File: src/rtl/e3m4_addsub.sv
module e3m4_addsub (
  input  logic       clk,
  input  logic       rst_n,
  input  logic [7:0] a,
  input  logic [7:0] b,
  input  logic       sub,
  output logic [7:0] y
);

  logic       sb;
  logic [4:0] ma, mb;
  logic       swap;
  logic       sl, ss;
  logic [2:0] el, es, d;
  logic [4:0] ml, msm;
  logic [7:0] ext_s, aligned, mask;
  logic       stk;
  logic [8:0] sum;
  logic [3:0] lz;
  logic [7:0] nrm;
  logic signed [5:0] e_n, e_f;
  logic       rup;
  logic [5:0] rnd;
  logic [3:0] frac;
  logic [7:0] res;

  assign sb   = b[7] ^ sub;
  assign ma   = (a[6:4] == 3'd0) ? 5'd0 : {1'b1, a[3:0]};
  assign mb   = (b[6:4] == 3'd0) ? 5'd0 : {1'b1, b[3:0]};
  assign swap = {b[6:4], mb} > {a[6:4], ma};

  assign sl  = swap ? sb : a[7];
  assign ss  = swap ? a[7] : sb;
  assign el  = swap ? b[6:4] : a[6:4];
  assign es  = swap ? a[6:4] : b[6:4];
  assign ml  = swap ? mb : ma;
  assign msm = swap ? ma : mb;
  assign d   = el - es;

  assign ext_s   = {msm, 3'b000};
  assign mask    = (8'd1 << d) - 8'd1;
  assign stk     = |(ext_s & mask);
  assign aligned = (ext_s >> d) | {7'd0, stk};

  assign sum = (sl ^ ss) ? ({1'b0, ml, 3'b000} - {1'b0, aligned})
                         : ({1'b0, ml, 3'b000} + {1'b0, aligned});

  always_comb begin
    lz = 4'd8;
    for (int i = 0; i < 8; i++)
      if (sum[i]) lz = 4'(7 - i);
  end

  always_comb begin
    if (sum[8]) begin
      nrm = {sum[8:2], sum[1] | sum[0]};
      e_n = $signed({3'b000, el}) + 6'sd1;
    end else begin
      nrm = sum[7:0] << lz[2:0];
      e_n = $signed({3'b000, el}) - $signed({2'b00, lz});
    end
  end

  assign rup  = nrm[2] & (nrm[1] | nrm[0] | nrm[3]);
  assign rnd  = {1'b0, nrm[7:3]} + {5'd0, rup};
  assign e_f  = rnd[5] ? (e_n + 6'sd1) : e_n;
  assign frac = rnd[5] ? rnd[4:1] : rnd[3:0];

  always_comb begin
    if (sum == 9'd0)
      res = 8'h00;
    else if (e_f > 6'sd7)
      res = {sl, 7'h7F};
    else if (e_f < 6'sd1)
      res = {sl, 7'h00};
    else
      res = {sl, e_f[2:0], frac};
  end

  always_ff @(posedge clk) begin
    if (!rst_n) y <= 8'h00;
    else        y <= res;
  end

  a_r10_zero_identity: assert property (@(posedge clk) disable iff (!rst_n)
    (b[6:4] == 3'd0 && a[6:4] != 3'd0) |=> (y == $past(a)));

  a_r6_cancel_pos_zero: assert property (@(posedge clk) disable iff (!rst_n)
    (a[6:0] == b[6:0] && (a[7] ^ b[7] ^ sub)) |=> (y == 8'h00));

  a_r3_same_sign: assert property (@(posedge clk) disable iff (!rst_n)
    (a[6:4] != 3'd0 && b[6:4] != 3'd0 && a[7] == (b[7] ^ sub)) |=> (y[7] == $past(a[7])));

  a_r11_canonical_zero: assert property (@(posedge clk) disable iff (!rst_n)
    (y[6:4] == 3'd0) |-> (y[3:0] == 4'd0));

endmodule

File: config.mk
export PLATFORM = sky130hd
export DESIGN_NAME = e3m4_addsub
export DESIGN_NICKNAME = d
export VERILOG_FILES = /design/src/rtl/e3m4_addsub.sv
export SDC_FILE = /design/constraint.sdc
export NUM_CORES = 1
export LEC_CHECK = 0
export BUFFER_PORTS_ARGS = -buffer_cell sky130_fd_sc_hd__buf_4
export CORE_MARGIN = 2
export CORE_UTILIZATION = 25
export DETAILED_ROUTE_END_ITERATION = 12
export GPL_TIMING_DRIVEN = 0
export PLACE_DENSITY = 0.41
export SYNTH_ARGS = -nofsm -noshare
export SYNTH_HDL_FRONTEND = slang
export SYNTH_SLANG_ARGS = --single-unit
File: constraint.sdc
create_clock -name clk -period 7.5 [get_ports clk]
set_input_delay 0.375 -clock clk [delete_from_list [all_inputs] [get_ports clk]]
set_output_delay 0.375 -clock clk [all_outputs]
set_load 0.02 [all_outputs]
==> results.yml <==
run_status:
  status: "finished, final reports clean"
global_route:
  grt_pass1_vias: 3186
  grt_usage_pct: 15.03
  antenna_found_initial: 0
  grt_overflow: 0
  grt_max_degree: 11
  grt_pass1_wl_um: 16580
power_and_ir_drop:
  leakage_nw: 1.742
  p_int_mw: 0.7095
  power.density_nw_per_um2: 350.1
  p_comb_share_pct: 89.8
  p_total_mw: 1.497
  p_sw_share_pct: 52.62
  p_switching_mw: 0.7880
  vdd_drop_max_v: 0.0001264
  pwr-share-clk_pct: 6.1
  p_seq_share_pct: 4.1
synthesis:
  syn_area_um2: 3132
  avgSynthCellArea_um2: 7.638
  synth_nets: 458
  synth_top_area_share_pct: 10.79
  ys_types: 96
  seq_area_frac_synth_pct: 5.114
  synthFlopType: "dfxtp_1"
  ys.warnings.count: 0
  async_reset_ff_share_pct: 0
  ys_seq_elements: 8
  synth_edf_count: 0
  synthCells: 410
  synth.largest_area_cell: "ha_1"
  synth_top_cells_by_area: "ha_1 11%, nand2_1 5.5%, dfxtp_1 5.1%"
critical_path:
  start_kind: "primary input"
  cp_slowest_cell: "or4_4"
  crit_type: "in -> reg"
  max_stage_delay_ns: 0.56
  cp-end-kind: "flip-flop"
  startpoint: "b[6]"
  path_max_fanout: 7
  required_ns: 7.60
  cp.arrival_ns: 7.45
  crit_end: "y[0]"
sta:
  hold_ws_ns: 0.4713
  rsz0062_at_grt: "true"
  drv_slew: 0
  period_needed_ns: 7.349
  final-hold-violation-count: 0
  clock.fmax_mhz: 136.1
  slew_headroom_pct: 26.89
  tightest_slew_ns: 1.089
  timing.final.crit_share_pct: 97.99
  setup-violations-final: 0
floorplanning:
  fp.dieArea_um2: 13440
  die_h_um: 115.9
  fp-row-count: 40
  dieWidth_um: 115.9
  io_pins: 27
  design.core.area_um2: 12110
  start_util_pct: 25.86
clock_tree:
  root_buffer: "clkbuf_16"
  tritoncts: "done"
  cts.htree.levels: 1
  numCtsBuffers: 3
  cts_sinks: 8
  clock_path_buffers: 2
  clk_pin_slew_ns: 0.04
detailed_routing:
  drtPass1Iterations: 4
  drtIter0Drc: 190
  routed_wl_um: 10040
  detail-route-antenna-nets: 0
  routed_via_density: 5.235
  wire_per_inst_um: 15.64
  vias: 3361
  drc: 0
final_layout:
  reg_top3: "y: 8 flops"
  top_register: "y"
  largest_register_ffs: 8
  nets: 524
  n_antenna_cell: 0
  layout-drive-gt1-share_pct: 39.45
  synthToLayoutAreaGrowth_pct: 36.60
placement:
  io_buffers: 26
  gp_congestion: 0.8148
  hpwl_um: 7835
run:
  drv_cap: 0
min_path:
  hold_path.class: "in -> reg"
==> synthesized netlist by cell type (all sizes together) (7+ instances only) <==
cell     n
nand2   46
nor3    12
and2     9
buf      7
mux2i   13
inv     24
ha      27
xnor2    8
dfxtp    8
a211oi  10
o21ai   26
clkbuf   8
a21o     7
a21oi   30
nor2    44
nand3   15
==> layout by cell type (no fill, tap or decap), types with 3 or more instances in the layout <==
master and n:
or3_1 4, o21a_1 3, and3_1 3, o211ai_1 5, xnor2_1 8, dfxtp_1 8, nor2_1 34, a21o_1 6
inv_1 20, and2_4 5, o21ai_0 14, a21oi_1 26, clkbuf_16 3, nand4_1 4, o21ai_2 4, clkbuf_8 3
nand3_1 10, buf_6 7, ha_4 6, a211oi_2 7, inv_2 3, a211oi_1 3, ha_1 20, nor2_2 7
nor2_4 3, and2_1 3, o2111ai_1 4, nand2_1 43, o21ai_1 6, buf_4 62, nand3_4 4, nor3_1 7
a32oi_1 3, a31oi_1 3, nor3_2 4, mux2i_1 10, o211a_4 3
==> repair_timing <==
action,in CTS,in global routing
pin swaps,25,38
buffers inserted,21,19
resized for setup,34,37
setup endpoints to repair,7,7
hold buffers,0,0
==> power by group through the flow <==
stage	sequential (mW)	clock [mW]	combinational [mW]
3_3_place_gp	0.0624	0	1.12
6_report	0.0618	0.0913	1.34
5_1_grt	0.0629	0.0971	1.47
3_5_place_dp	0.0624	0	1.11
4_1_cts	0.0621	0.0925	1.24
2_1_floorplan	0.0791	0	0.868
==> how the worst min path moves through the flow <==
stage | start | end | cells after the start
after floorplan | a[7] | y[7] | 2
after detailed placement | a[7] | y[7] | 3
after global placement | a[7] | y[7] | 3
final | rst_n | y[3] | 3
after global routing | rst_n | y[3] | 3
after CTS | rst_n | y[1] | 3
==> cell families (layout without fill, tap and decap cells) <==
logic type      after synthesis  count (layout)  synth area share [%]
mux                          17              17                 6.073
simple gates                159             159                 28.37
fa+ha+maj                    29              29                 12.07
xor+xnor                     10              10                 2.797
flops                         8               8                 5.114
buf+inv                      40             104                 6.991
compound gates              147             147                 38.59
==> routing by layer <==
metal,vias up,GRT usage [%],wire (µm)
met4,0,0.7143,12
met5,-,0,0
met3,3,0.6799,303
met2,55,24.68,4533
li1,1692,-,-
met1,1611,22.84,5195
==> final cells by class <==
cell class / count / area (µm²)
Buffer: 10 / 101.3
Clock buffer: 3 / 75.07
Fill cell: 1331 / 7834
Inverter: 25 / 98.84
Multi-Input combinational cell: 362 / 3105
Sequential cell: 8 / 160.2
Tap cell: 168 / 210.2
Timing Repair Buffer: 66 / 526.8
==> worst max-delay path, delay by kind of cell <==
| family | cells | cell delay [ns] |
|---|---|---|
| simple gates | 14 | 2.71 |
| mux | 1 | 0.31 |
| fa+ha+maj | 4 | 0.97 |
| compound gates | 14 | 2.43 |
| buf+inv | 5 | 0.64 |
==> metrics by stage <==
| step | utilization, % | instance area, µm² | setup TNS, ns | worst slack [ns] | instances |
|---|---|---|---|---|---|
| global route | 35.32 | 4278 | -0.6855 | -0.1462 | 642 |
| CTS | 32.95 | 3991 | 0 | 0.01243 | 624 |
| global placement | 29.67 | 3593 | -9.247 | -1.412 | 604 |
| finish | 35.32 | 4278 | 0 | 0.1508 | 642 |
| floorplan | - | 3188 | 0 | 0.004436 | 410 |
| detailed placement | 29.67 | 3593 | -8.907 | -1.375 | 604 |
Note: power is estimated with default switching activity, not from simulation.
